## src/rtl/refsched_pkg.sv

```systemverilog
package refsched_pkg;

  typedef enum logic [2:0] {
    ST_IDLE,
    ST_WAIT,
    ST_CSR,
    ST_RAS,
    ST_PRE
  } seqState_e;

  // control -> datapath strobes
  typedef struct packed {
    logic loadCsr;
    logic loadRas;
    logic loadPre;
    logic cycleDone;
  } seqCmd_t;

  // datapath -> control status
  typedef struct packed {
    logic phaseLast;
    logic needNow;
    logic needAfter;
  } seqStat_t;

endpackage

```

## src/rtl/refsched_dp.sv

```systemverilog
module refsched_dp
  import refsched_pkg::*;
#(
  parameter int IV_W         = 16,
  parameter int DEF_INTERVAL = 1560,
  parameter int INIT_CYCLES  = 8,
  parameter int MAX_PEND     = 8,
  parameter int URGENT_TH    = 4,
  parameter int CSR_CYC      = 1,
  parameter int RAS_CYC      = 6,
  parameter int PRE_CYC      = 5,
  parameter int PH_W         = 3
) (
  input  logic            clk,
  input  logic            rstN,
  input  logic            cfgWr,
  input  logic [IV_W-1:0] cfgInterval,
  input  seqCmd_t         cmd,
  output logic [PH_W-1:0] phaseCnt,
  output seqStat_t        stat,
  output logic            urgent,
  output logic            overflow,
  output logic            initDone
);

  localparam int INIT_W = $clog2(INIT_CYCLES + 1);
  localparam int PD_W   = $clog2(MAX_PEND + 1);

  function automatic logic [IV_W-1:0] reloadOf(input logic [IV_W-1:0] v);
    return (v == '0) ? '0 : v - 1'b1;
  endfunction

  // ---------------- interval timer ----------------
  logic [IV_W-1:0] ivReg, tmrCnt;
  logic            tick;

  assign tick = (tmrCnt == '0) && !cfgWr;

  always_ff @(posedge clk or negedge rstN) begin
    if (!rstN) begin
      ivReg  <= IV_W'(DEF_INTERVAL);
      tmrCnt <= IV_W'(DEF_INTERVAL - 1);
    end else if (cfgWr) begin
      ivReg  <= cfgInterval;
      tmrCnt <= reloadOf(cfgInterval);
    end else if (tmrCnt == '0) begin
      tmrCnt <= reloadOf(ivReg);
    end else begin
      tmrCnt <= tmrCnt - 1'b1;
    end
  end

  a_r6_tick_reload: assert property (@(posedge clk) disable iff (!rstN)
    tick |=> tmrCnt == reloadOf($past(ivReg)));

  // ---------------- start-up and pending counters ----------------
  logic [INIT_W-1:0] initLeft;
  logic [PD_W-1:0]   pend;
  logic              decPend;

  assign decPend = cmd.cycleDone && (initLeft == '0);

  always_ff @(posedge clk or negedge rstN) begin
    if (!rstN) begin
      initLeft <= INIT_W'(INIT_CYCLES);
    end else if (cmd.cycleDone && (initLeft != '0)) begin
      initLeft <= initLeft - 1'b1;
    end
  end

  always_ff @(posedge clk or negedge rstN) begin
    if (!rstN) begin
      pend     <= '0;
      overflow <= 1'b0;
    end else begin
      if (tick && !decPend) begin
        if (pend == PD_W'(MAX_PEND)) overflow <= 1'b1;
        else                         pend     <= pend + 1'b1;
      end else if (decPend && !tick && (pend != '0)) begin
        pend <= pend - 1'b1;
      end
    end
  end

  assign initDone = (initLeft == '0);
  assign urgent   = (pend >= PD_W'(URGENT_TH));

  always_comb begin
    stat.needNow   = (initLeft != '0) || (pend != '0);
    stat.needAfter = (initLeft > INIT_W'(1))
                  || ((initLeft == INIT_W'(1)) && ((pend != '0) || tick))
                  || ((initLeft == '0) && ((pend > PD_W'(1)) || ((pend == PD_W'(1)) && tick)));
    stat.phaseLast = (phaseCnt == '0);
  end

  a_r7_pend_step: assert property (@(posedge clk) disable iff (!rstN)
    !$stable(pend) |-> (pend == $past(pend) + 1'b1) || (pend == $past(pend) - 1'b1));
  a_r9_ovf_sticky: assert property (@(posedge clk) disable iff (!rstN)
    overflow |=> overflow);
  a_r9_ovf_at_sat: assert property (@(posedge clk) disable iff (!rstN)
    $rose(overflow) |-> $past(pend) == PD_W'(MAX_PEND));
  a_r2_init_sticky: assert property (@(posedge clk) disable iff (!rstN)
    initDone |=> initDone);

  // ---------------- strobe phase counter ----------------
  always_ff @(posedge clk or negedge rstN) begin
    if (!rstN)              phaseCnt <= '0;
    else if (cmd.loadCsr)   phaseCnt <= PH_W'(CSR_CYC - 1);
    else if (cmd.loadRas)   phaseCnt <= PH_W'(RAS_CYC - 1);
    else if (cmd.loadPre)   phaseCnt <= PH_W'(PRE_CYC - 1);
    else if (phaseCnt != '0) phaseCnt <= phaseCnt - 1'b1;
  end

endmodule

```

## src/rtl/refsched_ctrl.sv

```systemverilog
module refsched_ctrl
  import refsched_pkg::*;
#(
  parameter int RAS_CYC = 6,
  parameter int CHR_CYC = 1,
  parameter int PH_W    = 3
) (
  input  logic            clk,
  input  logic            rstN,
  input  logic            gnt,
  input  logic [PH_W-1:0] phaseCnt,
  input  seqStat_t        stat,
  output seqCmd_t         cmd,
  output logic            req,
  output logic            rasN,
  output logic            casN,
  output logic            weN,
  output logic            strobeOe
);

  localparam logic [PH_W-1:0] CAS_HOLD_ABOVE = PH_W'(RAS_CYC - 1 - CHR_CYC);

  seqState_e state, nxt;

  always_comb begin
    nxt = state;
    cmd = '0;
    unique case (state)
      ST_IDLE: if (stat.needNow) nxt = ST_WAIT;
      ST_WAIT: if (gnt) begin
        nxt = ST_CSR;
        cmd.loadCsr = 1'b1;
      end
      ST_CSR: if (stat.phaseLast) begin
        nxt = ST_RAS;
        cmd.loadRas = 1'b1;
      end
      ST_RAS: if (stat.phaseLast) begin
        nxt = ST_PRE;
        cmd.loadPre = 1'b1;
      end
      ST_PRE: if (stat.phaseLast) begin
        cmd.cycleDone = 1'b1;
        if (stat.needAfter) begin
          nxt = ST_CSR;
          cmd.loadCsr = 1'b1;
        end else begin
          nxt = ST_IDLE;
        end
      end
      default: nxt = ST_IDLE;
    endcase
  end

  always_ff @(posedge clk or negedge rstN) begin
    if (!rstN) state <= ST_IDLE;
    else       state <= nxt;
  end

  always_comb begin
    req      = (state != ST_IDLE);
    strobeOe = (state == ST_CSR) || (state == ST_RAS) || (state == ST_PRE);
    rasN     = !(state == ST_RAS);
    casN     = !((state == ST_CSR) || ((state == ST_RAS) && (phaseCnt > CAS_HOLD_ABOVE)));
    weN      = 1'b1;
  end

  a_r5_strobe_gnt: assert property (@(posedge clk) disable iff (!rstN)
    (strobeOe || !rasN || !casN) |-> gnt);
  a_r5_req_hold: assert property (@(posedge clk) disable iff (!rstN)
    (req && !gnt) |=> req);
  a_r3_cas_lead: assert property (@(posedge clk) disable iff (!rstN)
    $fell(rasN) |-> !casN && $past(!casN));
  a_r10_req_release: assert property (@(posedge clk) disable iff (!rstN)
    $fell(req) |-> $past(state == ST_PRE) && rasN && casN);

endmodule

```

## src/rtl/refresh_sched.sv

```systemverilog
module refresh_sched
  import refsched_pkg::*;
#(
  parameter int IV_W         = 16,
  parameter int DEF_INTERVAL = 1560,
  parameter int INIT_CYCLES  = 8,
  parameter int MAX_PEND     = 8,
  parameter int URGENT_TH    = 4,
  parameter int CSR_CYC      = 1,
  parameter int CHR_CYC      = 1,
  parameter int RAS_CYC      = 6,
  parameter int PRE_CYC      = 5
) (
  input  logic            clk,
  input  logic            rstN,
  input  logic            cfgWr,
  input  logic [IV_W-1:0] cfgInterval,
  input  logic            gnt,
  output logic            req,
  output logic            rasN,
  output logic            casN,
  output logic            weN,
  output logic            strobeOe,
  output logic            urgent,
  output logic            overflow,
  output logic            initDone
);

  localparam int MAXC  = (RAS_CYC > PRE_CYC) ? ((RAS_CYC > CSR_CYC) ? RAS_CYC : CSR_CYC)
                                             : ((PRE_CYC > CSR_CYC) ? PRE_CYC : CSR_CYC);
  localparam int PH_W  = $clog2(MAXC + 1);

  seqCmd_t         cmd;
  seqStat_t        stat;
  logic [PH_W-1:0] phaseCnt;

  refsched_ctrl #(
    .RAS_CYC(RAS_CYC), .CHR_CYC(CHR_CYC), .PH_W(PH_W)
  ) ctrl_i (
    .clk(clk), .rstN(rstN), .gnt(gnt), .phaseCnt(phaseCnt), .stat(stat),
    .cmd(cmd), .req(req), .rasN(rasN), .casN(casN), .weN(weN), .strobeOe(strobeOe)
  );

  refsched_dp #(
    .IV_W(IV_W), .DEF_INTERVAL(DEF_INTERVAL), .INIT_CYCLES(INIT_CYCLES),
    .MAX_PEND(MAX_PEND), .URGENT_TH(URGENT_TH), .CSR_CYC(CSR_CYC),
    .RAS_CYC(RAS_CYC), .PRE_CYC(PRE_CYC), .PH_W(PH_W)
  ) dp_i (
    .clk(clk), .rstN(rstN), .cfgWr(cfgWr), .cfgInterval(cfgInterval), .cmd(cmd),
    .phaseCnt(phaseCnt), .stat(stat), .urgent(urgent), .overflow(overflow),
    .initDone(initDone)
  );

endmodule

```

## config.mk

```make
export PLATFORM = sky130hd
export DESIGN_NAME = refresh_sched
export DESIGN_NICKNAME = d
export VERILOG_FILES = /design/src/rtl/refsched_pkg.sv /design/src/rtl/refsched_dp.sv /design/src/rtl/refsched_ctrl.sv /design/src/rtl/refresh_sched.sv
export SDC_FILE = /design/constraint.sdc
export NUM_CORES = 1
export LEC_CHECK = 0
export ABC_CLOCK_PERIOD_IN_PS = 4700
export BUFFER_PORTS_ARGS = -buffer_cell sky130_fd_sc_hd__clkbuf_2
export CAP_MARGIN = 0
export CORE_AREA = 2 2 96 121
export CTS_CLUSTER_SIZE = 20
export DETAILED_ROUTE_END_ITERATION = 12
export DIE_AREA = 0 0 98 123
export GPL_TIMING_DRIVEN = 0
export PLACE_DENSITY_LB_ADDON = 0.2
export SETUP_SLACK_MARGIN = 0.5
export SKIP_CTS_REPAIR_TIMING = 1
export SLEW_MARGIN = 10
export SYNTH_ARGS = -nofsm -noshare
export SYNTH_HDL_FRONTEND = slang
export SYNTH_SLANG_ARGS = --single-unit
```

## constraint.sdc

```tcl
create_clock -name clk -period 4.7 [get_ports clk]
set_clock_uncertainty 0.1 [all_clocks]
set_input_delay 0.705 -clock clk [delete_from_list [all_inputs] [get_ports clk]]
set_output_delay 0.705 -clock clk [all_outputs]
set_load 0.05 [all_outputs]
```

==> impl_metrics.tcl, run 1 <==
set metrics [dict create \
    grt_usage_pct 13.3 \
    relSlewSlack_pct 32.1 \
    switchingPower_mw 0.561 \
    drv_cap 0 \
    arrival_ps 3370 \
    p_clk_share_pct 25.7 \
    io_buffers 26 \
    combPwrFrac_pct 36.2 \
    cp_slowest_cell "o41ai_1" \
    p_sw_share_pct 39.2 \
    root_buffer "clkbuf_16" \
    totalPowerFinal_mw 1.43 \
    via_per_inst 5.00 \
    overflow 0 \
    area_delta_synth_final_pct 14.1 \
    die_y_um 123 \
    hp-class "reg2reg" \
    design.die.area_um2 12100 \
    path_delay_family "compound AO/OA/AOI/OAI gates" \
    power_frac_seq_pct 38.1 \
    criticalPathCategory "in2reg" \
    maxSlewViolCount 0 \
    outcome "finished clean" \
    drc 0 \
    fin_crit_sh_pct 70.6 \
    critical_path_required_ps 4760 \
    first_iter_violations 126 \
    clk_latency_ps 290 \
    cts_tree "built" \
    synthArstFlopShare_pct 100 \
    cts_made_buffers 5 \
    dpl_cell_area_um2 3490 \
    htreeDepth 2 \
    antenna_cells 0 \
    post-route-util_pct 33.3 \
    dp_hpwl_mm 5.73 \
    vdd_drop_max_uv 167 \
    io_pins 28 \
    syn_area_um2 3190 \
    timing.fmax_ghz 0.301 \
    cp-end-kind "register" \
    nets 417 \
    wirelength_mm 7.44 \
    ys_seq_elements 47 \
    max_slew.worst_pin.slew_ps 1010 \
    core_area_um2 10900 \
    grt_pass1_wl_mm 13.1 \
    synth_cell_type_count 59 \
    post-route-cell-area_um2 3630 \
    synth_warnings 0 \
    rsz0062_at_grt "no" \
    place_congestion 0.789 \
    hold_viol 0 \
    vias 2597 \
    grt_pass1_vias 2746 \
    cp_max_fo 10 \
    grt_max_degree 48 \
    rows 43 \
    yosysSeqAreaShare_pct 37.4 \
    antenna_found_initial 0 \
    power_density_nw_per_um2 394 \
    crit_path_cell_trace "clkbuf_2 > nor4_1 > nand3b_1 > o41ai_1 > clkbuf_1 > o22ai_1" \
    synth_nets 384 \
    cts_sinks 47 \
    finalCriticalPeriod_ps 3320 \
    ys.flop_type "dfrtp_1" \
    syn_area_per_cell_um2 9.10 \
    synth_edf_count 0 \
    clk_pin_slew_ps 70 \
    drive_above_1_share_pct 19.8 \
    first_pass_iters 4 \
    fin_tns_setup_ps 0 \
    route.antenna.remaining_nets 0 \
    cts_buffer_depth 2 \
    wl_per_cell_um 14.3 \
    p_leak_nw 1.47 \
    setup_viol 0 \
    internal_power_mw 0.872 \
    die_x_um 98 \
    synthCells 350 \
    path_buf_inv 2 \
    max_stage_delay_ps 960 \
    start_util_pct 29.2 \
    worstSetupStartpointType "input pin" \
]
## sequential cells by signal, summed over array words and instances (netlist names)
signal and flops:
ctrl_i.state 3, dp_i.initLeft 4, dp_i.ivReg 16, dp_i.overflow 1, dp_i.pend 4, dp_i.phaseCnt 3, dp_i.tmrCnt 16
## cells by family (layout without fill, tap and decap cells)
| group | count (synthesis) | in the layout | synth area share (%) |
|---|---|---|---|
| AND/OR/NAND/NOR | 129 | 129 | 21.5 |
| adder cells (fa/ha/maj) | 14 | 14 | 5.50 |
| multiplexers | 22 | 22 | 7.62 |
| flip-flops | 47 | 47 | 37.4 |
| buffers and inverters | 29 | 63 | 3.81 |
| AO/OA/AOI/OAI | 70 | 70 | 13.6 |
| other | 1 | 1 | 0.118 |
| XOR/XNOR | 38 | 38 | 10.4 |
## synthesized netlist by cell type, types with 2 or more instances
cell,count,area [um^2]
nor2_1,36,135
xor2_1,17,149
nor4b_1,2,17.5
nand3b_1,2,15.0
or2_2,2,12.5
or3_1,5,31.3
mux2i_1,4,40.0
o32ai_1,2,17.5
o21ai_0,16,80.1
nand4_1,2,12.5
clkbuf_1,8,30.0
nand2_1,27,101
inv_1,17,63.8
a21oi_1,19,95.1
nand2b_1,4,25.0
xnor2_1,21,184
nor3b_1,2,15.0
o41ai_1,2,17.5
nor2b_1,3,18.8
nor4_1,9,56.3
o211ai_1,2,15.0
nor3_1,13,65.1
nand3_1,6,30.0
nor3_2,2,20.0
o22ai_1,10,62.6
ha_1,14,175
or4_1,3,22.5
dfstp_2,11,289
mux2_2,17,191
a21o_1,3,22.5
a22oi_1,2,15.0
dfrtp_1,36,901
o31ai_1,4,30.0
and3_1,2,12.5
## final timing paths
kind / cells after the start / startpoint / slack, ps / endpoint
max in group asynchronous: 1 / rstN / 3680 / dp_i.ivReg[12]$_DFFE_PN0P_
hold reg to reg: 1 / dp_i.overflow$_DFFE_PN0P_ / 370 / dp_i.overflow$_DFFE_PN0P_
setup reg to reg: 6 / dp_i.tmrCnt[5]$_DFF_PN0_ / 1630 / dp_i.pend[3]$_DFFE_PN0P_
setup / recovery: 6 / cfgInterval[5] / 1380 / dp_i.tmrCnt[5]$_DFF_PN0_
min in group asynchronous: 1 / rstN / 380 / dp_i.pend[2]$_DFFE_PN0P_
hold / removal: 1 / dp_i.overflow$_DFFE_PN0P_ / 370 / dp_i.overflow$_DFFE_PN0P_
## power by group through the flow
stage | Clock [mW] | Sequential (mW) | Combinational, mW
global route | 0.406 | 0.559 | 0.587
finish | 0.369 | 0.546 | 0.519
floorplan | 0 | 0.536 | 0.408
global placement | 0 | 0.550 | 0.517
detailed placement | 0 | 0.553 | 0.522
CTS | 0.385 | 0.545 | 0.526
## metrics by stage
| stage | hold slack (ps) | setup slack, ps | instances |
|---|---|---|---|
| after floorplan | 309 | 1940 | 350 |
| after global placement | 359 | 1040 | 511 |
| after detailed placement | 361 | 1050 | 511 |
| after CTS | 377 | 1340 | 519 |
| after global routing | 392 | 1180 | 519 |
| final | 369 | 1380 | 519 |
## cells in the final DEF (no fill, tap or decap), types with 5 or more instances in the layout
| cell | netlist | routed |
|---|---|---|
| a21oi_1 | 19 | 19 |
| clkbuf_1 | 8 | 8 |
| clkbuf_16 | 0 | 5 |
| clkbuf_2 | 0 | 25 |
| dfrtp_1 | 36 | 36 |
| dfstp_2 | 11 | 11 |
| ha_1 | 14 | 14 |
| inv_1 | 17 | 17 |
| mux2_2 | 17 | 17 |
| nand2_1 | 27 | 27 |
| nand3_1 | 6 | 6 |
| nor2_1 | 36 | 36 |
| nor3_1 | 13 | 13 |
| nor4_1 | 9 | 9 |
| o21ai_0 | 16 | 16 |
| o22ai_1 | 10 | 10 |
| or3_1 | 5 | 5 |
| xnor2_1 | 21 | 21 |
| xor2_1 | 17 | 17 |
## layout make-up
type | count | area (um^2)
fillers | 1161 | 7290
clock buffers | 5 | 125
well taps | 135 | 169
clock inverters | 3 | 22.5
repair buffers | 26 | 133
flip-flops and latches | 47 | 1190
plain buffers | 12 | 57.6
inverters | 17 | 63.8
multi-input cells | 274 | 1870
## metal layers
metal  vias up  global-route usage (%)  wire, um  share of wire (%)
met5         -                       0         0                  0
li1       1307                       -         -                  -
met1      1214                    15.5      3180                 43
met2        60                    23.9      3750                 50
met4         0                    6.08       246                3.3
met3        16                    2.15       269                3.6
Power figures use the tool's default switching activity.
==> inputs of run 2 (changes only) <==
Settings changed: ABC_CLOCK_PERIOD_IN_PS 4700 to 3160.
Clock period 4.7 ns to 3.16 ns, I/O delays scaled along.
==> run 2 against run 1 <==
- clock power rose by 88%
- routed wire length rose by 2.0%
- final area rose by 7.2%
- via count rose by 1.7%
- critical path type is now reg2reg
- largest power group unchanged
==> impl_metrics.tcl, run 2 (synthesis results as in run 1) <==
set metrics [dict create \
    first_iter_violations 120 \
    io_buffers 26 \
    rows 43 \
    wirelength_mm 7.59 \
    relSlewSlack_pct 54.1 \
    timing.hold.ws_ps 149 \
    cp-end-kind "register" \
    outcome "finished clean" \
    r2r-start "dp_i.tmrCnt[0]$_DFF_PN1_" \
    dp.cells 511 \
    fin_crit_sh_pct 89.0 \
    power_density_nw_per_um2 595 \
    finalCriticalPeriod_ps 2810 \
    timing.fmax_ghz 0.356 \
    mostFrequentLayoutCell "dfrtp_1" \
    fin_cells 533 \
    drv_cap 0 \
    grt_pass1_wl_mm 12.2 \
    rsz0062_at_grt "yes" \
    antenna_found_initial 0 \
    dp_hpwl_mm 5.69 \
    start_util_pct 29.2 \
    die_x_um 98 \
    cts_sinks 47 \
    antenna_cells 0 \
    critical_path_required_ps 3230 \
    final_cell_mix "dfrtp_1, nor2_1, nand2_1" \
    design.die.area_um2 12100 \
    n_fill_cell 1139 \
    area_delta_synth_final_pct 22.3 \
    htreeDepth 2 \
    p_leak_nw 1.58 \
    drc 0 \
    nets 431 \
    route.antenna.remaining_nets 0 \
    dpl_cell_area_um2 3490 \
    first_pass_iters 4 \
    drive_above_1_share_pct 26.1 \
    via_per_inst 4.96 \
    clk_latency_ps 290 \
    vdd_drop_max_uv 288 \
    arrival_ps 2890 \
    core_area_um2 10900 \
    grt_usage_pct 12.7 \
    die_y_um 123 \
    clk_pin_slew_ps 70 \
    io_pins 28 \
    grt_pass1_vias 2571 \
    cts_made_buffers 5 \
    reg2reg_slack_ps 350 \
    place_congestion 0.801 \
    fin_tns_setup_ps 0 \
    top_regs "dp_i.ivReg (16), dp_i.tmrCnt (16)" \
    post-route-cell-area_um2 3900 \
    max_slew.worst_pin.slew_ps 683 \
    cts_tree "built" \
    reg2reg_depth 9 \
    worstSetupStartpointType "register" \
    wl_per_cell_um 14.2 \
    maxSlewViolCount 0 \
    hp-class "in2async" \
    root_buffer "clkbuf_16" \
    criticalPathCategory "reg2reg" \
    cp_max_fo 7 \
    rr_endpoint "dp_i.pend[3]$_DFFE_PN0P_" \
    totalPowerFinal_mw 2.32 \
    setup_viol 0 \
    grt_max_degree 48 \
    hold_viol 0 \
    overflow 0 \
    vias 2642 \
    cts_buffer_depth 2 \
]
## run 2: metal layers
metal	part of all wire [%]	vias to the layer above	global-route usage, %
li1	-	1342	-
met1	44	1234	14.5
met2	50	52	22.3
met3	2.9	14	2.43
met4	2.8	0	6.77
met5	0	-	0
## run 2: worst max-delay path, cell delays in order, from the launching register on
cell     delay, ps
dfstp_2        390
inv_2           70
ha_4           130
or4b_4         450
or4_4          430
buf_8          150
nor4_4         330
nand4_1        160
a21oi_2        170
mux2_4         300
## run 2: worst max path at each step
stage	start	endpoint	slack, ps	cells after the start
6_report	dp_i.tmrCnt[0]$_DFF_PN1_	dp_i.pend[3]$_DFFE_PN0P_	350	9
5_1_grt	dp_i.tmrCnt[0]$_DFF_PN1_	dp_i.pend[3]$_DFFE_PN0P_	270	9
4_1_cts	cfgInterval[5]	dp_i.tmrCnt[3]$_DFF_PN0_	7	6
3_5_place_dp	cfgInterval[5]	dp_i.tmrCnt[3]$_DFF_PN0_	-270	6
2_1_floorplan	dp_i.tmrCnt[1]$_DFF_PN1_	dp_i.pend[3]$_DFFE_PN0P_	420	9
3_3_place_gp	cfgInterval[5]	dp_i.tmrCnt[3]$_DFF_PN0_	-290	6
## run 2: layout make-up
| cell class | instances | area, um^2 | area share (%) |
|---|---|---|---|
| clock inverters | 3 | 67.6 | 1.73 |
| flip-flops and latches | 47 | 1190 | 30.5 |
| multi-input cells | 274 | 1980 | 50.9 |
| repair buffers | 40 | 238 | 6.10 |
| well taps | 135 | 169 | 4.34 |
| plain buffers | 12 | 61.3 | 1.57 |
| clock buffers | 5 | 125 | 3.21 |
| inverters | 17 | 63.8 | 1.64 |
## run 2: through the flow
stage          util [%]  setup WS, ps
5_1_grt            35.7           267
2_1_floorplan         -           419
3_3_place_gp       31.9          -289
4_1_cts            33.7          7.43
3_5_place_dp       31.9          -273
6_report           35.7           349
## run 2: report_power, final
group / internal, mW / switching (mW) / leakage [nW] / total, mW
clock: 0.454 / 0.240 / 0.0900 / 0.694
combinational: 0.305 / 0.504 / 0.935 / 0.808
sequential: 0.716 / 0.100 / 0.556 / 0.816
==> inputs of run 3 (changes only) <==
Settings changed: CTS_BUF_LIST from default to sky130_fd_sc_hd__clkbuf_2.
==> run 3 against run 2 <==
- utilization is 0.057 points higher
- non-clock buffer count is 5 higher
- clock power fell by 38%
- sequential share of layout area about the same
- global-route usage hardly changed
- sequential power hardly changed
- final area up 0.16%
- critical path type unchanged
- worst hold slack got worse by 19 ps
- flip-flop and latch count unchanged
==> impl_metrics.tcl, run 3 (synthesis results as in run 1) <==
set metrics [dict create \
    antenna_found_initial 0 \
    antenna_cells 0 \
    totalPowerFinal_mw 2.06 \
    cp.depth 9 \
    clk_latency_ps 470 \
    met2_usage_pct 22.4 \
    critical_path_required_ps 3430 \
    p_sw_share_pct 40.0 \
    timing.fmax_ghz 0.348 \
    max_slew.worst_pin.slew_ps 711 \
    root_buffer "clkbuf_2" \
    fin_cells 538 \
    outcome "finished clean" \
    setup_viol 0 \
    grt_pass1_vias 2554 \
    timing.hold.ws_ps 130 \
    met1_usage_pct 14.7 \
    cts_buffer_depth 2 \
    r2r-start "dp_i.tmrCnt[0]$_DFF_PN1_" \
    combPwrFrac_pct 39.5 \
    core_area_um2 10900 \
    die_y_um 123 \
    busiest_layer "met2" \
    hp-class "in2reg" \
    power_frac_seq_pct 39.6 \
    start_util_pct 29.2 \
    wirelength_mm 7.69 \
    rsz0062_at_grt "yes" \
    cp-end-kind "register" \
    place_congestion 0.801 \
    htreeDepth 2 \
    p_clk_share_pct 20.9 \
    p_leak_nw 1.57 \
    max_stage_delay_ps 450 \
    rr_endpoint "dp_i.pend[3]$_DFFE_PN0P_" \
    final_cell_mix "dfrtp_1, nor2_1, clkbuf_2" \
    vias 2647 \
    reg2reg_slack_ps 290 \
    design.die.area_um2 12100 \
    grt_usage_pct 12.6 \
    drv_cap 0 \
    crit_path_cell_trace "inv_2 > ha_4 > or4b_4 > or4_4 > buf_8 > nor4_4 > nand4_1 > a21oi_2 > mux2_4" \
    rows 43 \
    nets 436 \
    via_per_inst 4.92 \
    fin_crit_sh_pct 91.0 \
    cp_max_fo 5 \
    route.antenna.remaining_nets 0 \
    arrival_ps 3150 \
    grtUsageMet3_pct 2.54 \
    area_delta_synth_final_pct 22.5 \
    grt_max_degree 48 \
    reg2reg_depth 9 \
    die_x_um 98 \
    worstSetupStartpointType "register" \
    grt_pass1_wl_mm 12.2 \
    dp.cells 511 \
    top_regs "dp_i.ivReg (16), dp_i.tmrCnt (16)" \
    post-route-util_pct 35.7 \
    path_delay_family "simple AND/OR/NAND/NOR gates" \
    mostFrequentLayoutCell "dfrtp_1" \
    dp_hpwl_mm 5.69 \
    fin_tns_setup_ps 0 \
    internal_power_mw 1.24 \
    cts_sinks 47 \
    path_buf_inv 2 \
    switchingPower_mw 0.826 \
    drive_above_1_share_pct 28.5 \
    crit_end "dp_i.pend[3]$_DFFE_PN0P_" \
    io_buffers 26 \
    vdd_drop_max_uv 257 \
    cts_made_buffers 5 \
    finalCriticalPeriod_ps 2870 \
    drc 0 \
    io_pins 28 \
    overflow 0 \
    relSlewSlack_pct 52.6 \
    maxSlewViolCount 0 \
    criticalPathCategory "reg2reg" \
    hold_viol 0 \
    cts_tree "built" \
    startpoint "dp_i.tmrCnt[0]$_DFF_PN1_" \
    cp_slowest_cell "dfstp_2" \
    clk_pin_slew_ps 280 \
    first_pass_iters 4 \
    wl_per_cell_um 14.3 \
    first_iter_violations 109 \
    power_density_nw_per_um2 529 \
]
[run 3: cell type report]
class,instances,area [um^2]
fill,1140,7020
multi-input combinational,274,2010
timing repair buffer,45,307
sequential,47,1190
clock buffer,5,25.0
clock inverter,3,67.6
buffer,12,68.8
tap,135,169
inverter,17,63.8
[run 3: power by group through the flow]
stage / Combinational (mW) / Clock, mW / Sequential (mW)
floorplan: 0.607 / 0 / 0.797
global placement: 0.768 / 0 / 0.818
detailed placement: 0.779 / 0 / 0.822
CTS: 0.782 / 0.446 / 0.811
global route: 0.910 / 0.479 / 0.833
finish: 0.815 / 0.432 / 0.816
[run 3: metal layers]
metal | vias up | wire [um]
li1 | 1352 | -
met3 | 10 | 229
met4 | 0 | 162
met1 | 1239 | 3380
met5 | - | 0
met2 | 46 | 3920
[run 3: per-stage QoR]
step	setup WS, ps	area [um^2]
floorplan	419	3190
global placement	-289	3480
detailed placement	-273	3490
CTS	-2.88	3580
global route	217	3900
finish	286	3900
[run 3: worst reg2reg max path: cells and delay by family (launching register included)]
| family | cells | cell delay (ps) |
|---|---|---|
| simple gates | 4 | 1370 |
| flops | 1 | 450 |
| buf+inv | 2 | 230 |
| compound gates | 1 | 170 |
| fa+ha+maj | 1 | 140 |
| mux | 1 | 300 |
[run 3: how the worst min path moves through the flow]
stage                               from  depth (start not counted)                     endpoint
3_3_place_gp   dp_i.overflow$_DFFE_PN0P_                          1    dp_i.overflow$_DFFE_PN0P_
5_1_grt                   cfgInterval[0]                          2     dp_i.tmrCnt[0]$_DFF_PN1_
3_5_place_dp   dp_i.overflow$_DFFE_PN0P_                          1    dp_i.overflow$_DFFE_PN0P_
2_1_floorplan                       rstN                          0  ctrl_i.state[0]$_DFFE_PN0P_
6_report                  cfgInterval[0]                          2     dp_i.tmrCnt[0]$_DFF_PN1_
4_1_cts                             rstN                          1     dp_i.tmrCnt[3]$_DFF_PN0_
